### config.mk
export PLATFORM = sky130hd
export DESIGN_NAME = spi_slave_flags
export DESIGN_NICKNAME = d
export VERILOG_FILES = /design/src/rtl/spi_sf_pkg.sv /design/src/rtl/spi_sf_sync.sv /design/src/rtl/spi_sf_shifter.sv /design/src/rtl/spi_sf_regs.sv /design/src/rtl/spi_slave_flags.sv
export SDC_FILE = /design/constraint.sdc
export NUM_CORES = 1
export LEC_CHECK = 0
export ABC_AREA = 1
export ABC_CLOCK_PERIOD_IN_PS = 1550
export BUFFER_PORTS_ARGS = -buffer_cell sky130_fd_sc_hd__buf_4
export CORE_ASPECT_RATIO = 1.75
export CORE_MARGIN = 1.5
export CORE_UTILIZATION = 25
export CTS_BUF_LIST = sky130_fd_sc_hd__clkbuf_4
export DETAILED_ROUTE_END_ITERATION = 6
export GPL_TIMING_DRIVEN = 0
export HOLD_SLACK_MARGIN = 0.02
export SLEW_MARGIN = 30
export SYNTH_ARGS = -nofsm -noshare
export SYNTH_HDL_FRONTEND = slang
export SYNTH_SLANG_ARGS = --single-unit
### constraint.sdc
create_clock -name clk -period 1.55 [get_ports clk]
set_input_delay 0.0775 -clock clk [delete_from_list [all_inputs] [get_ports clk]]
set_output_delay 0.0775 -clock clk [all_outputs]
set_load 0.005 [all_outputs]
### src/rtl/spi_sf_pkg.sv
package spi_sf_pkg;

  localparam int NFLAG   = 4;
  localparam int FL_DONE = 0;
  localparam int FL_WCOL = 1;
  localparam int FL_OVR  = 2;
  localparam int FL_MODF = 3;

  localparam logic [1:0] MODE_3W = 2'b00;
  localparam logic [1:0] MODE_4W = 2'b01;

  typedef struct packed {
    logic [1:0] mode;
    logic       mst;
    logic       en;
  } ctl_t;

  localparam ctl_t CTL_RST = '{mode: MODE_4W, mst: 1'b0, en: 1'b0};

endpackage

### src/rtl/spi_sf_sync.sv
module spi_sf_sync #(
  parameter int         W       = 3,
  parameter int         STAGES  = 2,
  parameter logic [W-1:0] RST_VAL = '0
) (
  input  logic         clk,
  input  logic         rst_n,
  input  logic [W-1:0] din,
  output logic [W-1:0] q,
  output logic [W-1:0] prev
);

  localparam int DEPTH = STAGES + 1;

  logic [DEPTH-1:0][W-1:0] chain_q;
  logic [DEPTH-1:0][W-1:0] chain_d;

  always_comb begin
    chain_d = {chain_q[DEPTH-2:0], din};
  end

  always_ff @(posedge clk or negedge rst_n) begin
    if (!rst_n) chain_q <= {DEPTH{RST_VAL}};
    else        chain_q <= chain_d;
  end

  assign q    = chain_q[STAGES-1];
  assign prev = chain_q[STAGES];

endmodule

### src/rtl/spi_sf_shifter.sv
module spi_sf_shifter #(
  parameter int DW = 8
) (
  input  logic          clk,
  input  logic          rst_n,
  input  logic          active,
  input  logic          cnt_clr,
  input  logic          sck_rise,
  input  logic          sck_fall,
  input  logic          mosi,
  input  logic          tx_load,
  input  logic [DW-1:0] tx_data,
  output logic          miso,
  output logic          done_p,
  output logic [DW-1:0] rx_byte,
  output logic          tx_loaded
);

  localparam int          CW   = (DW > 1) ? $clog2(DW) : 1;
  localparam logic [CW-1:0] LAST = CW'(DW - 1);

  logic [CW-1:0] cnt_q, cnt_d;
  logic [DW-1:0] rx_q, rx_d;
  logic [DW-1:0] tx_q, tx_d;
  logic          ld_q, ld_d;
  logic          done_q, done_d;

  always_comb begin
    cnt_d  = cnt_q;
    rx_d   = rx_q;
    tx_d   = tx_q;
    ld_d   = ld_q;
    done_d = 1'b0;
    if (cnt_clr) begin
      cnt_d = '0;
    end else if (active && sck_rise) begin
      rx_d = {rx_q[DW-2:0], mosi};
      if (cnt_q == LAST) begin
        cnt_d  = '0;
        done_d = 1'b1;
      end else begin
        cnt_d = cnt_q + 1'b1;
      end
    end else if (active && sck_fall && (cnt_q != '0)) begin
      tx_d = {tx_q[DW-2:0], 1'b0};
    end
    if (done_q) ld_d = 1'b0;
    if (tx_load) begin
      tx_d = tx_data;
      ld_d = 1'b1;
    end
  end

  always_ff @(posedge clk or negedge rst_n) begin
    if (!rst_n) begin
      cnt_q  <= '0;
      rx_q   <= '0;
      tx_q   <= '0;
      ld_q   <= 1'b0;
      done_q <= 1'b0;
    end else begin
      cnt_q  <= cnt_d;
      rx_q   <= rx_d;
      tx_q   <= tx_d;
      ld_q   <= ld_d;
      done_q <= done_d;
    end
  end

  assign miso      = tx_q[DW-1];
  assign done_p    = done_q;
  assign rx_byte   = rx_q;
  assign tx_loaded = ld_q;

endmodule

### src/rtl/spi_sf_regs.sv
module spi_sf_regs
  import spi_sf_pkg::*;
#(
  parameter int DW = 8
) (
  input  logic             clk,
  input  logic             rst_n,
  input  logic             ctl_wr,
  input  ctl_t             ctl_wdata,
  input  logic [NFLAG-1:0] flag_clr,
  input  logic             dat_wr,
  input  logic [DW-1:0]    dat_wdata,
  input  logic             dat_rd,
  input  logic             modf,
  input  logic             done_p,
  input  logic [DW-1:0]    rx_byte,
  input  logic             tx_loaded,
  output ctl_t             ctl,
  output logic [NFLAG-1:0] flags,
  output logic [DW-1:0]    rdata,
  output logic             tx_load,
  output logic [DW-1:0]    tx_data,
  output logic             txbuf_full,
  output logic             rx_full
);

  ctl_t             ctl_q, ctl_d;
  logic [DW-1:0]    txb_q, txb_d;
  logic             txf_q, txf_d;
  logic [DW-1:0]    rxb_q, rxb_d;
  logic             rxf_q, rxf_d;
  logic [NFLAG-1:0] flg_q, flg_d, flg_set;

  always_comb begin
    ctl_d = ctl_q;
    if (ctl_wr) ctl_d = ctl_wdata;
    if (modf) begin
      ctl_d.en  = 1'b0;
      ctl_d.mst = 1'b0;
    end
  end

  assign tx_load = txf_q && !tx_loaded;

  always_comb begin
    txb_d = txb_q;
    txf_d = txf_q;
    if (tx_load) txf_d = 1'b0;
    if (dat_wr && !txf_q) begin
      txb_d = dat_wdata;
      txf_d = 1'b1;
    end
  end

  always_comb begin
    rxb_d = rxb_q;
    rxf_d = rxf_q;
    if (dat_rd) rxf_d = 1'b0;
    if (done_p && !rxf_q) begin
      rxb_d = rx_byte;
      rxf_d = 1'b1;
    end
  end

  always_comb begin
    flg_set          = '0;
    flg_set[FL_DONE] = done_p;
    flg_set[FL_WCOL] = dat_wr && txf_q;
    flg_set[FL_OVR]  = done_p && rxf_q;
    flg_set[FL_MODF] = modf;
  end

  for (genvar g = 0; g < NFLAG; g++) begin : g_flag
    assign flg_d[g] = flg_set[g] | (flg_q[g] & ~flag_clr[g]);
  end

  always_ff @(posedge clk or negedge rst_n) begin
    if (!rst_n) begin
      ctl_q <= CTL_RST;
      txb_q <= '0;
      txf_q <= 1'b0;
      rxb_q <= '0;
      rxf_q <= 1'b0;
      flg_q <= '0;
    end else begin
      ctl_q <= ctl_d;
      txb_q <= txb_d;
      txf_q <= txf_d;
      rxb_q <= rxb_d;
      rxf_q <= rxf_d;
      flg_q <= flg_d;
    end
  end

  assign ctl        = ctl_q;
  assign flags      = flg_q;
  assign rdata      = rxb_q;
  assign tx_data    = txb_q;
  assign txbuf_full = txf_q;
  assign rx_full    = rxf_q;

endmodule

### src/rtl/spi_slave_flags.sv
module spi_slave_flags
  import spi_sf_pkg::*;
#(
  parameter int DW          = 8,
  parameter int SYNC_STAGES = 2
) (
  input  logic          clk,
  input  logic          rst_n,
  input  logic          sck_i,
  input  logic          mosi_i,
  input  logic          nss_i,
  output logic          miso_o,
  output logic          miso_oe_o,
  input  logic          ctl_wr_i,
  input  logic [3:0]    ctl_wdata_i,
  output logic [3:0]    ctl_o,
  input  logic          dat_wr_i,
  input  logic [DW-1:0] dat_wdata_i,
  input  logic          dat_rd_i,
  output logic [DW-1:0] dat_rdata_o,
  input  logic [3:0]    flag_clr_i,
  input  logic          modf_i,
  output logic [3:0]    flags_o,
  output logic          irq_o
);

  localparam int PIN_SCK  = 0;
  localparam int PIN_MOSI = 1;
  localparam int PIN_NSS  = 2;
  localparam int NPIN     = 3;
  localparam logic [NPIN-1:0] PIN_IDLE = 3'b100;

  logic [NPIN-1:0] pin_q, pin_prev;
  logic            unused_mosi_prev;
  logic            sck_rise, sck_fall, nss_fall, nss_high, four_wire;
  logic            active, cnt_clr, done_p, tx_load, tx_loaded;
  logic            txbuf_full, rx_full, miso;
  logic [DW-1:0]   rx_byte, tx_data;
  ctl_t            ctl;

  spi_sf_sync #(
    .W      (NPIN),
    .STAGES (SYNC_STAGES),
    .RST_VAL(PIN_IDLE)
  ) u_sync (
    .clk  (clk),
    .rst_n(rst_n),
    .din  ({nss_i, mosi_i, sck_i}),
    .q    (pin_q),
    .prev (pin_prev)
  );

  assign unused_mosi_prev = pin_prev[PIN_MOSI];
  assign sck_rise  =  pin_q[PIN_SCK] & ~pin_prev[PIN_SCK];
  assign sck_fall  = ~pin_q[PIN_SCK] &  pin_prev[PIN_SCK];
  assign nss_fall  = ~pin_q[PIN_NSS] &  pin_prev[PIN_NSS];
  assign nss_high  =  pin_q[PIN_NSS];
  assign four_wire = (ctl.mode == MODE_4W);
  assign active    = ctl.en && !(four_wire && nss_high);
  assign cnt_clr   = !ctl.en || (four_wire && (nss_high || nss_fall));

  spi_sf_shifter #(.DW(DW)) u_shift (
    .clk      (clk),
    .rst_n    (rst_n),
    .active   (active),
    .cnt_clr  (cnt_clr),
    .sck_rise (sck_rise),
    .sck_fall (sck_fall),
    .mosi     (pin_q[PIN_MOSI]),
    .tx_load  (tx_load),
    .tx_data  (tx_data),
    .miso     (miso),
    .done_p   (done_p),
    .rx_byte  (rx_byte),
    .tx_loaded(tx_loaded)
  );

  spi_sf_regs #(.DW(DW)) u_regs (
    .clk       (clk),
    .rst_n     (rst_n),
    .ctl_wr    (ctl_wr_i),
    .ctl_wdata (ctl_t'(ctl_wdata_i)),
    .flag_clr  (flag_clr_i),
    .dat_wr    (dat_wr_i),
    .dat_wdata (dat_wdata_i),
    .dat_rd    (dat_rd_i),
    .modf      (modf_i),
    .done_p    (done_p),
    .rx_byte   (rx_byte),
    .tx_loaded (tx_loaded),
    .ctl       (ctl),
    .flags     (flags_o),
    .rdata     (dat_rdata_o),
    .tx_load   (tx_load),
    .tx_data   (tx_data),
    .txbuf_full(txbuf_full),
    .rx_full   (rx_full)
  );

  assign ctl_o     = ctl;
  assign miso_o    = miso;
  assign miso_oe_o = active;
  assign irq_o     = |flags_o;

endmodule

==> impl_metrics.yaml, run 1 <==
yosys:
  syn_nets: 259
  avgSynthCellArea_um2: 9.92
  synth_seq_cells: 55
  yosysTopAreaCellShare_pct: 55.7
  synth_edf_count: 0
  ys_warn_count: 0
  ys_types: 28
  synth_ff_type: "dfrtp_1"
  synthTopCellsByArea: "dfrtp_1 (56%), nand2_1 (8.4%), inv_1 (5.1%), nand3_1 (4.8%), dfstp_2 (4.6%)"
  netlist_instances: 231
  synth_top_area_cell: "dfrtp_1"
  async_reset_ff_share_pct: 100
  ys_top_cells_by_count: "dfrtp_1 (51), nand2_1 (51), inv_1 (31)"
  synthesis.area_mm2: 0.00229
  ys_seq_area_share_pct: 60.3
setup_path:
  r2r-start: "u_regs.txbuf_full$_DFFE_PN0P_"
  criticalPathCategory: "flop to output pin"
  required_ns: 1.47
  r2r_setup_slack_ns: 0.12
  r2r.worst_path.cells: 5
  reg2reg_to: "u_regs.tx_data[3]$_DFFE_PN0P_"
  start_kind: "flop"
  crit_slowest_cell: "dfstp_2"
  cp_max_fo: 4
  crit_chain: "nand3_2 > nand2_4 > inv_1 > buf_4"
  slowest_delay_ns: 0.58
  crit_cells: 4
  path_buf_inv: 2
  crit_path_end_kind: "output pin"
  path_delay_family: "flip-flops"
  cp.arrival_ns: 1.35
global_routing:
  first_global_vias: 1884
  grt_max_degree: 56
  grt_overflow_total: 0
  grt_use_total_pct: 11.7
  grt_pass1_wl_um: 8660
  antenna_found_initial: 0
die:
  core_area_mm2: 0.00898
  start_util_pct: 25.5
  die_area_mm2: 0.00978
  die_x_um: 75.4
  io_pins: 44
  rows: 46
  die_h_um: 130
cts:
  h-tree-depth: 2
  clock_latency_ns: 0.40
  clock-sinks: 55
  clk_pin_slew_ns: 0.17
  cts_max_path_buffers: 2
  cts_root_buf: "clkbuf_4"
  tritoncts: "yes"
  numCtsBuffers: 5
place:
  dp_slack_ns: 0.185
  finalWeightedCongestion: 0.831
  placedCellCount: 394
  hpwlAfterDp_um: 3590
  port_buffers: 43
layout:
  final_cells: 437
  antenna_cells: 0
  ff_latch_area_mm2: 0.00138
  drive_gt1_share_pct: 27.1
  areaGrowthSynthToFinish_pct: 38.3
  fill_cells: 968
  nets: 344
  multiInputGateArea_um2: 744
power_and_ir_drop:
  comb_power_share_pct: 14.8
  intPower_mw: 1.95
  clkPwrFrac_pct: 24.9
  irDropWorstVdd_v: 0.000651
  power.total_mw: 2.69
  switchingPower_mw: 0.736
  power_leakage_nw: 1.57
  power_frac_seq_pct: 60.4
  sw_frac_of_total_pct: 27.4
  power_density_mw_per_mm2: 848
sta:
  slew_headroom_pct: 52.3
  fin_setup_tns_ns: 0
  final_max_slew_viol_count: 0
  finClkSkew_ns: 0.0200
  timing.final.crit_share_pct: 92.4
  worst_pin_slew_ns: 0.716
  whs_ns: 0.0910
  setup_ws_ns: 0.118
  timing_hold_violations_final: 0
  min_period_ns: 1.43
  max_freq_mhz: 698
  setup_viol: 0
  grt_setup_unrepaired: "false"
detailed_routing:
  finalWirelength_um: 5190
  wl_per_cell_um: 11.9
  drtPass1Iterations: 4
  vias_per_cell: 4.14
  ant_nets: 0
  drc_errors: 0
  drt-initial-drc-count: 93
  vias: 1809
min_path:
  hold_depth: 3
  hp-class: "input port to flop"
  hp-start: "dat_wr_i"
  holdPathEnd: "u_regs.tx_data[7]$_DFFE_PN0P_"
run:
  drv_cap: 0
status:
  outcome: "finished clean"
## registers in the layout, summed over array words and instances, names as in the netlist, 3 cells and up
signal           flops
u_regs.ctl           4
u_regs.rdata         8
u_regs.flags         4
u_shift.cnt_q        3
u_shift.rx_byte      8
u_shift.tx_q         8
u_sync.q             3
u_sync.chain_d       3
u_regs.tx_data       8
## power by group through the flow
| stage | Clock (mW) | Sequential, mW | Combinational [mW] |
|---|---|---|---|
| 4_1_cts | 0.721 | 1.63 | 0.400 |
| 5_1_grt | 0.741 | 1.64 | 0.450 |
| 2_1_floorplan | 0 | 1.64 | 0.180 |
| 3_5_place_dp | 0 | 1.66 | 0.329 |
| 6_report | 0.669 | 1.62 | 0.397 |
| 3_3_place_gp | 0 | 1.65 | 0.322 |
## metrics by stage
stage / util (%) / area, um^2
6_report: 35.3 / 3170
3_3_place_gp: 30.8 / 2770
2_1_floorplan: - / 2290
4_1_cts: 35.1 / 3150
3_5_place_dp: 30.8 / 2770
5_1_grt: 35.3 / 3170
## metal layers
metal | vias up | share of wire [%] | GRT usage, %
met4 | 0 | 2.7 | 5.57
met2 | 35 | 53 | 20.0
met1 | 858 | 41 | 13.4
met3 | 10 | 3.4 | 2.57
met5 | - | 0 | 0
li1 | 906 | - | -
## cells in the final DEF, fill, tap and decap left out, drive strengths merged
cell type | netlist | layout
a21oi | 6 | 6
and2 | 1 | 1
buf | 4 | 50
clkbuf | 1 | 6
clkinv | 0 | 1
dfrtp | 51 | 51
dfstp | 4 | 4
dlygate4sd3 | 0 | 32
ha | 3 | 3
inv | 32 | 34
mux2 | 2 | 2
nand2 | 59 | 59
nand3 | 24 | 24
nand4 | 2 | 2
nor2 | 10 | 10
nor3 | 1 | 1
o21ai | 30 | 30
o22ai | 1 | 1
## worst max-delay path by stage
stage                                   start                            to  slack (ns)
floorplan           u_regs.ctl[2]$_DFFE_PN1P_  u_shift.cnt_q[2]$_DFFE_PN0P_        0.37
global placement    u_regs.ctl[2]$_DFFE_PN1P_   u_shift.tx_q[1]$_DFFE_PN0P_        0.17
detailed placement  u_regs.ctl[2]$_DFFE_PN1P_   u_shift.tx_q[1]$_DFFE_PN0P_        0.19
CTS                     u_sync.q[2]$_DFF_PN1_                     miso_oe_o        0.02
global route        u_regs.ctl[2]$_DFFE_PN1P_   u_shift.tx_q[7]$_DFFE_PN0P_        0.02
finish                  u_sync.q[2]$_DFF_PN1_                     miso_oe_o        0.12
## cell type report
| class | count | area share, % |
|---|---|---|
| Timing Repair Buffer | 78 | 21.0 |
| Clock inverter | 3 | 0.671 |
| Inverter | 32 | 3.79 |
| Clock buffer | 5 | 1.18 |
| Buffer | 5 | 1.54 |
| Sequential cell | 55 | 43.6 |
| Multi-Input combinational cell | 139 | 23.5 |
| Tap cell | 120 | 4.74 |
## kinds of logic after synthesis
logic type                 count (synthesis)  synth area share (%)
adders and majority gates                  3                  1.64
buffers and inverters                     37                  7.37
and+or+nand+nor                           97                  20.5
AOI/OAI and AO/OA                         37                  9.28
DFF                                       55                  60.3
muxes                                      2                 0.982
## worst register-to-register path: stages, from the launching register on
cell,delay [ns]
dfrtp_2,0.47
inv_1,0.09
nand2_2,0.10
nor2_1,0.09
dlygate4sd3_1,0.55
a21oi_1,0.04
## timing repair
action | in CTS | in global routing
hold endpoints to repair | 71 | 0
gates resized for setup | 0 | 2
setup endpoints to repair | 1 | 4
pin swaps | 0 | 0
hold buffers | 32 | 0
setup buffers | 1 | 2
Note: power is estimated with default switching activity, not from simulation.
==> run 2, diff against run 1 <==
==> constraint.sdc (replaced) <==
create_clock -name clk -period 1.55 [get_ports clk]
set_input_delay 0.2325 -clock clk [delete_from_list [all_inputs] [get_ports clk]]
set_output_delay 0.2325 -clock clk [all_outputs]
set_load 0.005 [all_outputs]
==> run 2 against run 1 <==
Effect of this change:
- die area did not move
- maximum frequency down 6.0%
- clock skew rose by 0.0062 ns
- via count shrank 3.3%
- first-iteration DRC count grew 19%
- critical path type unchanged
- sequential cell count unchanged
- combinational power decreased by 8.6%
- utilization decreased by 2.1 points
==> impl_metrics.yaml, run 2 (synthesized netlist as in run 1, its figures left out) <==
detailed_routing:
  wl_per_cell_um: 12.0
  drc_errors: 0
  vias_per_cell: 4.18
  ant_nets: 0
  vias: 1749
  finalWirelength_um: 5020
  drtPass1Iterations: 4
  drt-initial-drc-count: 111
status:
  outcome: "finished clean"
global_routing:
  grt_use_total_pct: 11.3
  antenna_found_initial: 0
  grt_max_degree: 56
  grt_overflow_total: 0
  first_global_vias: 1810
  grt_pass1_wl_um: 8310
cts:
  cts_max_path_buffers: 2
  numCtsBuffers: 5
  tritoncts: "yes"
  clk_pin_slew_ns: 0.17
  h-tree-depth: 2
  clock_latency_ns: 0.41
  cts_root_buf: "clkbuf_4"
  clock-sinks: 55
layout:
  finalInstanceArea_mm2: 0.00298
  areaGrowthSynthToFinish_pct: 30.1
  fill_cells: 968
  final_common_cell: "dfrtp_1"
  drive_gt1_share_pct: 29.9
  nets: 325
  antenna_cells: 0
  post-route-util_pct: 33.2
  layout_common_cells: "dfrtp_1 (51), nand2_1 (50), buf_4 (49)"
setup_path:
  r2r_setup_slack_ns: 0.12
  criticalPathCategory: "flop to output pin"
  crit_path_end_kind: "output pin"
  cp.arrival_ns: 1.29
  required_ns: 1.32
  cp_max_fo: 2
  start_kind: "flop"
die:
  rows: 46
  core_area_mm2: 0.00898
  die_area_mm2: 0.00978
  io_pins: 44
  die_h_um: 130
  die_x_um: 75.4
  start_util_pct: 25.5
place:
  hpwlAfterDp_um: 3590
  place_area_mm2: 0.00277
  port_buffers: 43
  finalWeightedCongestion: 0.831
run:
  drv_cap: 0
power_and_ir_drop:
  irDropWorstVdd_v: 0.000669
  power_leakage_nw: 1.50
  power.total_mw: 2.67
  power_density_mw_per_mm2: 894
sta:
  min_period_ns: 1.52
  setup_viol: 0
  timing_hold_violations_final: 0
  worst_pin_slew_ns: 0.716
  max_freq_mhz: 657
  finClkSkew_ns: 0.0262
  slew_headroom_pct: 52.3
  grt_setup_unrepaired: "true"
  final_max_slew_viol_count: 0
  fin_setup_tns_ns: 0
  timing.final.crit_share_pct: 98.2
min_path:
  hp-class: "input port to flop"
## run 2: cell count changes in the layout (fill, tap and decap cells not counted)
| cell | previous run | this run |
|---|---|---|
| nand3_2 | 1 | 0 |
| buf_4 | 47 | 49 |
| dlygate4sd3_1 | 32 | 10 |
| inv_1 | 31 | 30 |
| inv_2 | 1 | 2 |
| nand3_4 | 1 | 2 |
| dfrtp_1 | 50 | 51 |
| dfrtp_2 | 1 | 0 |
| buf_6 | 1 | 2 |
## run 2: final timing paths
check | endpoint | cells after the start | start
max in group asynchronous | u_regs.flags[3]$_DFF_PN0_ | 2 | rst_n
worst max-delay path | miso_oe_o | 4 | u_regs.ctl[2]$_DFFE_PN1P_
worst min register to register | u_sync.q[2]$_DFF_PN1_ | 0 | u_sync.chain_d[5]$_DFF_PN1_
min in group asynchronous | u_regs.ctl[1]$_DFFE_PN0P_ | 2 | rst_n
worst max register to register | u_shift.cnt_q[0]$_DFFE_PN0P_ | 9 | u_regs.ctl[3]$_DFFE_PN0P_
worst min-delay path | u_regs.tx_data[7]$_DFFE_PN0P_ | 2 | dat_wdata_i[7]
## run 2: cell type report
| type | instances | area [um^2] | share of cell area [%] |
|---|---|---|---|
| plain buffers | 5 | 48.8 | 1.64 |
| clock buffers | 5 | 37.5 | 1.26 |
| clock inverters | 3 | 21.3 | 0.713 |
| inverters | 32 | 120 | 4.03 |
| multi-input cells | 139 | 752 | 25.2 |
| flip-flops and latches | 55 | 1380 | 46.3 |
| well taps | 120 | 150 | 5.03 |
| repair buffers | 59 | 472 | 15.8 |
## run 2: power by group
part / internal (mW) / total, mW / switching [mW] / leakage, nW
registers: 1.57 / 1.62 / 0.0589 / 0.668
logic: 0.175 / 0.363 / 0.189 / 0.795
clock network: 0.185 / 0.678 / 0.493 / 0.0336
## run 2: layer usage
| metal | part of all wire [%] | GRT usage (%) | wire length [um] |
|---|---|---|---|
| met5 | 0 | 0 | 0 |
| met4 | 2.8 | 5.57 | 139 |
| met1 | 40 | 12.9 | 2020 |
| met2 | 53 | 19.1 | 2650 |
| met3 | 4.2 | 2.64 | 213 |
## run 2: stage by stage
step                      hold slack [ns]  std cells  setup slack [ns]
final                              0.0458        418            0.0274
after global routing               0.0294        418           -0.0410
after CTS                          0.0239        415           -0.0134
after detailed placement            0.326        394             0.185
after global placement              0.328        394             0.168
after floorplan                   -0.0631        231             0.366
## run 2: repair_timing
action	CTS	global route
endpoints found under the hold margin	60	0
buffers inserted	3	3
pin swaps	2	2
gates resized for setup	3	1
hold buffers	10	0
setup endpoints to repair	1	8
## run 2: worst max-delay path: stages (launching register included)
cell and delay, ns:
dfstp_2 0.59, nand3_4 0.09, nand2_4 0.07, inv_2 0.04, buf_6 0.10
